### src/rtl/epp_pkg.sv
package epp_pkg;
   typedef enum logic [2:0] {
      ST_IDLE  = 3'd0,
      ST_SETUP = 3'd1,
      ST_ASTRB = 3'd2,
      ST_AHOLD = 3'd3,
      ST_DSTRB = 3'd4,
      ST_DHOLD = 3'd5
   } epp_state_t;

   typedef enum logic [1:0] {
      KIND_ADDR  = 2'd0,
      KIND_WRITE = 2'd1,
      KIND_READ  = 2'd2,
      KIND_RSVD  = 2'd3
   } epp_kind_t;
endpackage

### src/rtl/epp_wait_sync.sv
module epp_wait_sync #(
   parameter int unsigned STAGES = 2
) (
   input  logic clk,
   input  logic rst_n,
   input  logic async_i,
   output logic sync_o
);
   logic [STAGES-1:0] stg;

   for (genvar i = 0; i < STAGES; i++) begin : g_stage
      if (i == 0) begin : g_first
         always_ff @(posedge clk or negedge rst_n) begin
            if (!rst_n) stg[0] <= 1'b0;
            else        stg[0] <= async_i;
         end
      end else begin : g_next
         always_ff @(posedge clk or negedge rst_n) begin
            if (!rst_n) stg[i] <= 1'b0;
            else        stg[i] <= stg[i-1];
         end
      end
   end

   assign sync_o = stg[STAGES-1];
endmodule

### src/rtl/epp_elapsed_ctr.sv
module epp_elapsed_ctr #(
   parameter int unsigned CW = 5
) (
   input  logic          clk,
   input  logic          rst_n,
   input  logic          clr,
   output logic [CW-1:0] cnt_o
);
   logic [CW-1:0] cnt_q;

   always_ff @(posedge clk or negedge rst_n) begin
      if (!rst_n)               cnt_q <= '0;
      else if (clr)             cnt_q <= '0;
      else if (cnt_q != '1)     cnt_q <= cnt_q + 1'b1;
   end

   assign cnt_o = cnt_q;
endmodule

### src/rtl/epp_host_ctrl.sv
module epp_host_ctrl
   import epp_pkg::*;
#(
   parameter int unsigned DW            = 8,
   parameter int unsigned SETUP_CYC     = 2,
   parameter int unsigned ASTRB_CYC     = 3,
   parameter int unsigned AHOLD_CYC     = 2,
   parameter int unsigned DSTRB_MIN_CYC = 7,
   parameter int unsigned RD_DLY_CYC    = 7,
   parameter int unsigned HOLD_CYC      = 2,
   parameter int unsigned TIMEOUT_CYC   = 64,
   parameter int unsigned SYNC_STAGES   = 2
) (
   input  logic          clk,
   input  logic          rst_n,
   input  logic          req_valid,
   input  logic [1:0]    req_kind,
   input  logic [DW-1:0] req_byte,
   output logic          req_ready,
   output logic          done_o,
   output logic          err_o,
   output logic [DW-1:0] rd_data_o,
   output logic          ncs_o,
   output logic          nastrb_o,
   output logic          ndstrb_o,
   output logic          nwrite_o,
   input  logic          nwait_i,
   output logic [DW-1:0] bus_out_o,
   output logic          bus_oe_o,
   input  logic [DW-1:0] bus_in_i
);
   localparam int unsigned CW     = $clog2(TIMEOUT_CYC + 1);
   localparam int unsigned REL_RD = (DSTRB_MIN_CYC > RD_DLY_CYC) ? DSTRB_MIN_CYC : RD_DLY_CYC;

   initial begin
      assert (DW >= 1) else $error("DW must be at least 1");
      assert (SETUP_CYC >= 1 && ASTRB_CYC >= 1 && AHOLD_CYC >= 1)
         else $error("address timing counts must be at least 1");
      assert (DSTRB_MIN_CYC >= 1 && RD_DLY_CYC >= 1 && HOLD_CYC >= 1)
         else $error("data timing counts must be at least 1");
      assert (TIMEOUT_CYC > REL_RD && TIMEOUT_CYC > HOLD_CYC)
         else $error("timeout must exceed strobe and hold counts");
      assert (SETUP_CYC <= TIMEOUT_CYC && ASTRB_CYC <= TIMEOUT_CYC && AHOLD_CYC <= TIMEOUT_CYC)
         else $error("address timing must fit the counter");
      assert (SYNC_STAGES >= 2) else $error("at least two synchronizer stages");
   end

   epp_state_t    st_q, st_d;
   epp_kind_t     kind_q;
   logic [DW-1:0] byte_q, rd_q;
   logic          done_q, err_q, done_d, err_d;
   logic          wait_s;
   logic [CW-1:0] cnt;
   logic          accept, is_rd, is_adr, rel, capture;
   logic [CW-1:0] rel_lim;

   epp_wait_sync #(.STAGES(SYNC_STAGES)) u_sync (
      .clk     (clk),
      .rst_n   (rst_n),
      .async_i (nwait_i),
      .sync_o  (wait_s)
   );

   epp_elapsed_ctr #(.CW(CW)) u_ctr (
      .clk   (clk),
      .rst_n (rst_n),
      .clr   (st_d != st_q),
      .cnt_o (cnt)
   );

   assign is_rd   = (kind_q == KIND_READ);
   assign is_adr  = (kind_q == KIND_ADDR);
   assign accept  = (st_q == ST_IDLE) && req_valid && (req_kind != KIND_RSVD);
   assign rel_lim = is_rd ? CW'(REL_RD - 1) : CW'(DSTRB_MIN_CYC - 1);
   assign rel     = wait_s && (cnt >= rel_lim);
   assign capture = (st_q == ST_DSTRB) && rel && is_rd;

   always_comb begin
      st_d   = st_q;
      done_d = 1'b0;
      err_d  = 1'b0;
      case (st_q)
         ST_IDLE:  if (accept) st_d = ST_SETUP;
         ST_SETUP: if (cnt == CW'(SETUP_CYC - 1)) st_d = is_adr ? ST_ASTRB : ST_DSTRB;
         ST_ASTRB: if (cnt == CW'(ASTRB_CYC - 1)) st_d = ST_AHOLD;
         ST_AHOLD: if (cnt == CW'(AHOLD_CYC - 1)) begin
            st_d   = ST_IDLE;
            done_d = 1'b1;
         end
         ST_DSTRB: begin
            if (rel) st_d = ST_DHOLD;
            else if (cnt == CW'(TIMEOUT_CYC - 1)) begin
               st_d  = ST_IDLE;
               err_d = 1'b1;
            end
         end
         ST_DHOLD: begin
            if (cnt >= CW'(HOLD_CYC - 1) && !wait_s) begin
               st_d   = ST_IDLE;
               done_d = 1'b1;
            end else if (cnt == CW'(TIMEOUT_CYC - 1)) begin
               st_d  = ST_IDLE;
               err_d = 1'b1;
            end
         end
         default: st_d = ST_IDLE;
      endcase
   end

   always_ff @(posedge clk or negedge rst_n) begin
      if (!rst_n) begin
         st_q   <= ST_IDLE;
         kind_q <= KIND_ADDR;
         byte_q <= '0;
         rd_q   <= '0;
         done_q <= 1'b0;
         err_q  <= 1'b0;
      end else begin
         st_q   <= st_d;
         done_q <= done_d;
         err_q  <= err_d;
         if (accept) begin
            kind_q <= epp_kind_t'(req_kind);
            byte_q <= req_byte;
         end
         if (capture) rd_q <= bus_in_i;
      end
   end

   always_comb begin
      ncs_o    = (st_q == ST_IDLE);
      nastrb_o = (st_q != ST_ASTRB);
      ndstrb_o = (st_q != ST_DSTRB);
      nwrite_o = (st_q == ST_IDLE) ? 1'b1 : is_rd;
      bus_oe_o = (st_q != ST_IDLE) && !is_rd;
   end

   assign bus_out_o = bus_oe_o ? byte_q : '0;
   assign req_ready = (st_q == ST_IDLE);
   assign done_o    = done_q;
   assign err_o     = err_q;
   assign rd_data_o = rd_q;

   AST_DSTRB_UNDER_CS: assert property (@(posedge clk) disable iff (!rst_n)
      !ndstrb_o |-> !ncs_o);
   AST_ONE_STROBE: assert property (@(posedge clk) disable iff (!rst_n)
      !(!ndstrb_o && !nastrb_o));
   AST_RELEASE_AFTER_WAIT: assert property (@(posedge clk) disable iff (!rst_n)
      $rose(ndstrb_o) |-> ($past(wait_s) || err_o));
   AST_DIR_SET_BEFORE_STROBE: assert property (@(posedge clk) disable iff (!rst_n)
      $fell(ndstrb_o) |-> ($stable(nwrite_o) && $stable(bus_oe_o)));
   AST_DIR_STABLE_IN_STROBE: assert property (@(posedge clk) disable iff (!rst_n)
      (!ndstrb_o && $past(!ndstrb_o)) |-> $stable(nwrite_o));
   AST_READ_NO_DRIVE: assert property (@(posedge clk) disable iff (!rst_n)
      nwrite_o |-> !bus_oe_o);
   AST_DONE_ERR_EXCL: assert property (@(posedge clk) disable iff (!rst_n)
      !(done_o && err_o));
   AST_IDLE_CS_HIGH: assert property (@(posedge clk) disable iff (!rst_n)
      req_ready |-> (ncs_o && nastrb_o && ndstrb_o));
endmodule

### config.mk
export PLATFORM = sky130hd
export DESIGN_NAME = epp_host_ctrl
export DESIGN_NICKNAME = d
export VERILOG_FILES = /design/src/rtl/epp_pkg.sv /design/src/rtl/epp_wait_sync.sv /design/src/rtl/epp_elapsed_ctr.sv /design/src/rtl/epp_host_ctrl.sv
export SDC_FILE = /design/constraint.sdc
export NUM_CORES = 1
export LEC_CHECK = 0
export BUFFER_PORTS_ARGS = -buffer_cell sky130_fd_sc_hd__clkbuf_2
export CAP_MARGIN = 0
export CORE_AREA = 2 2 59 61
export CTS_CLUSTER_SIZE = 25
export DETAILED_ROUTE_END_ITERATION = 6
export DIE_AREA = 0 0 61 63
export PLACE_DENSITY = 0.84
export SYNTH_ARGS = -nofsm -noshare
export SYNTH_HDL_FRONTEND = slang
export SYNTH_SLANG_ARGS = --single-unit
export TNS_END_PERCENT = 50
### constraint.sdc
create_clock -name clk -period 3.02 [get_ports clk]
set_input_delay 0.302 -clock clk [delete_from_list [all_inputs] [get_ports clk]]
set_output_delay 0.302 -clock clk [all_outputs]
set_load 0.01 [all_outputs]
==> run_results.csv <==
group,metric,value,unit
cells_and_area,final_nets,228,
route,dr.pass1.iters,4,
critical_path,cp_max_fo,11,
timing,fmax,429,MHz
grt,grt_pass1_vias,1245,
timing,setup_tns,0,ns
placement,place_area,1830,um^2
synth,netlist_area,1570,um^2
timing,slew_viol_final,0,
synth,synthArstFlopShare,100,%
cells_and_area,drive_gt1_share,33.8,%
cells_and_area,n_antenna_cell,0,
run,drv_cap,0,
synth,ys_seq_area_share,50.9,%
timing,relSlewSlack,48.3,%
synth,synth.distinct_cells,39,
timing,postLayoutSetupSlackWorst,0.688,ns
grt,antenna_found_initial,0,
cells_and_area,fin_area,1900,um^2
route,drtIter0Drc,32,
placement,place.gp.congestion,0.850,
timing,min_period_over_period,77.2,%
critical_path,crit_chain,"nor3_1, a21oi_1, and2_1, clkbuf_2",
timing,min_period,2.33,ns
critical_path,worst-path-stages,4,
floorplanning,ios,46,
synth,postSynthCellCount,157,
clocking,post_cts_resized,0,
synth,synth_warnings,0,
clocking,clk_latency,0.34,ns
cells_and_area,fillers,292,
timing,holdWs,0.0190,ns
critical_path,critPathLaunch,"st_q[1]",
placement,dpl_worst_slack,0.747,ns
synth,syn_avg_cell_area,10.0,um^2
critical_path,cp.arrival,2.03,ns
clocking,cts_root_buf,"clkbuf_4",
pwr,p_leak,0.994,nW
timing,timing.final.hold_violations,0,
critical_path,setup.worst_path.start_class,"flop",
timing,worst_pin_slew,0.775,ns
critical_path,critPathKind,"reg2out",
critical_path,crit_slowest_cell,"nor3_1",
placement,dp.final_hpwl,2240,um
critical_path,cpPeakStageDelay,0.55,ns
critical_path,reg2reg_from,"u_ctr.cnt_o[0]",
critical_path,cpLargestDelayFamily,"simple AND/OR/NAND/NOR gates",
route,wl_per_cell,12.6,um
grt,grt_util_all_layers,19.5,%
timing,setup_viol,0,
grt,grt_max_degree,33,
route,route.detailed.drc,0,
route,final_antenna_net_count,0,
pwr,powerDensity,944,nW/um^2
clocking,cts_setup_buffers,0,
floorplanning,die_w,61,um
route,wirelength,3160,um
floorplanning,dieArea,3840,um^2
pwr,ir_drop,548,uV
clocking,htree_levels,2,
timing,finClkSkew,0.0147,ns
synth,ys_ff_latch,32,
synth,synthesis.nets,182,
critical_path,required,2.72,ns
timing,rsz0062_at_grt,"false",
floorplanning,num_rows,21,
floorplanning,die_h,63,um
cells_and_area,syn2layout_area_growth,20.9,%
floorplanning,core,3230,um^2
critical_path,worst-path-buf-inv,1,
placement,io_buffers,45,
critical_path,critPathCaptureType,"output pin",
synth,synth_flop_cell,"dfrtp_1",
grt,grt_pass1_wl,5600,um
route,via_per_inst,5.23,
clocking,cts.clk_slew.worst_paths,0.10,ns
hold_path,hold_class,"in2async",
synth,synth_edf_count,0,
clocking,cts_tree,"built",
clocking,cts_buffers,5,
clocking,hold_buffers,0,
grt,overflow,0,
run_status,status,"complete, no violations",
clocking,clockBufferDepth,2,
route,via_count,1307,
floorplanning,initial_core_util,48.7,%
critical_path,r2r_cells,6,
clocking,cts_sinks,32,
## routing by layer
| metal | vias to the layer above | share of wire, % | GRT usage (%) |
|---|---|---|---|
| met5 | - | 0 | 0 |
| met1 | 609 | 44 | 27.4 |
| met3 | 12 | 6.8 | 5.38 |
| li1 | 637 | - | - |
| met2 | 49 | 47 | 27.7 |
| met4 | 0 | 2.2 | 8.70 |
## registers in the layout, summed over array words and instances (netlist names), 2 cells and up
name / flops
st_q: 3
kind_q: 2
byte_q: 8
u_ctr.cnt_o: 7
rd_data_o: 8
## worst register-to-register path: stages, from the launching register on
cell,delay [ns]
dfrtp_1,0.46
ha_1,0.27
and4_1,0.27
and3b_2,0.26
a2111o_1,0.38
a221o_2,0.43
nor3_2,0.18
## cells in the final DEF, fill, tap and decap left out, drive strengths merged, types with 2 or more instances in the layout
cell type	count
and3b	2
a211oi	2
clkbuf	51
nand3	6
and2	8
dfrtp	32
nor2	11
nand2b	2
and3	2
nor3b	2
nor3	3
o21a	2
nand3b	2
a21oi	6
or4	2
mux2	8
inv	5
nor4	2
a31oi	2
nand2	31
xnor2	2
a221o	2
ha	3
o21ai	4
## area by class of cell
type / instances / area [um^2] / share of cell area, %
clock buffer: 6 / 41.3 / 2.17
clock inverter: 2 / 35.0 / 1.84
inverter: 5 / 18.8 / 0.986
multi-input combinational: 113 / 717 / 37.7
sequential: 32 / 801 / 42.1
tap: 46 / 57.6 / 3.02
timing repair buffer: 46 / 233 / 12.2
## synth_stat cells (all sizes together), types with 2 or more instances
cell	instances	area, um^2
nor2	11	41.3
mux2	8	90.1
dfrtp	32	801
nand2b	2	12.5
a21oi	6	30.0
and3	2	12.5
nor3b	2	20.0
a31oi	2	12.5
nand3	6	30.0
ha	3	37.5
a221o	2	21.3
xnor2	2	17.5
nand2	31	116
a211oi	2	25.0
nand3b	2	15.0
and3b	2	20.0
o21a	2	15.0
nor4	2	12.5
o21ai	4	20.0
inv	5	18.8
and2	8	50.1
clkbuf	5	18.8
or4	2	18.8
buf	2	18.8
nor3	3	20.0
## metrics by stage
stage	utilization, %	std cells	power, mW
3_5_place_dp	56.5	242	1.49
4_1_cts	58.9	250	1.81
3_3_place_gp	56.5	242	1.47
6_report	58.9	250	1.80
5_1_grt	58.9	250	1.96
2_1_floorplan	-	157	1.24
## kinds of logic (layout without fill, tap and decap cells)
kind of cell	after synthesis	in the layout	share of synthesized area (%)
simple gates	76	76	25.0
flops	32	32	50.9
compound gates	24	24	11.4
buf+inv	12	59	3.58
mux	8	8	5.72
fa+ha+maj	3	3	2.38
xor+xnor	2	2	1.11
## final timing paths
kind                            slack [ns]             end
worst max-delay path                  0.69    bus_out_o[0]
worst min-delay path                  0.02  u_ctr.cnt_o[0]
worst max register to register        0.70  u_ctr.cnt_o[2]
worst min register to register        0.36   u_sync.sync_o
max in group asynchronous             2.51       kind_q[0]
min in group clk                      0.08   u_sync.stg[0]
## report_power, final
part | internal (mW) | switching, mW | total, mW | leakage (nW)
Combinational | 0.347 | 0.409 | 0.756 | 0.534
Sequential | 0.572 | 0.147 | 0.720 | 0.418
Clock | 0.173 | 0.148 | 0.322 | 0.0422
Total | 1.09 | 0.704 | 1.80 | 0.994
Note: power is estimated with default switching activity, not from simulation.
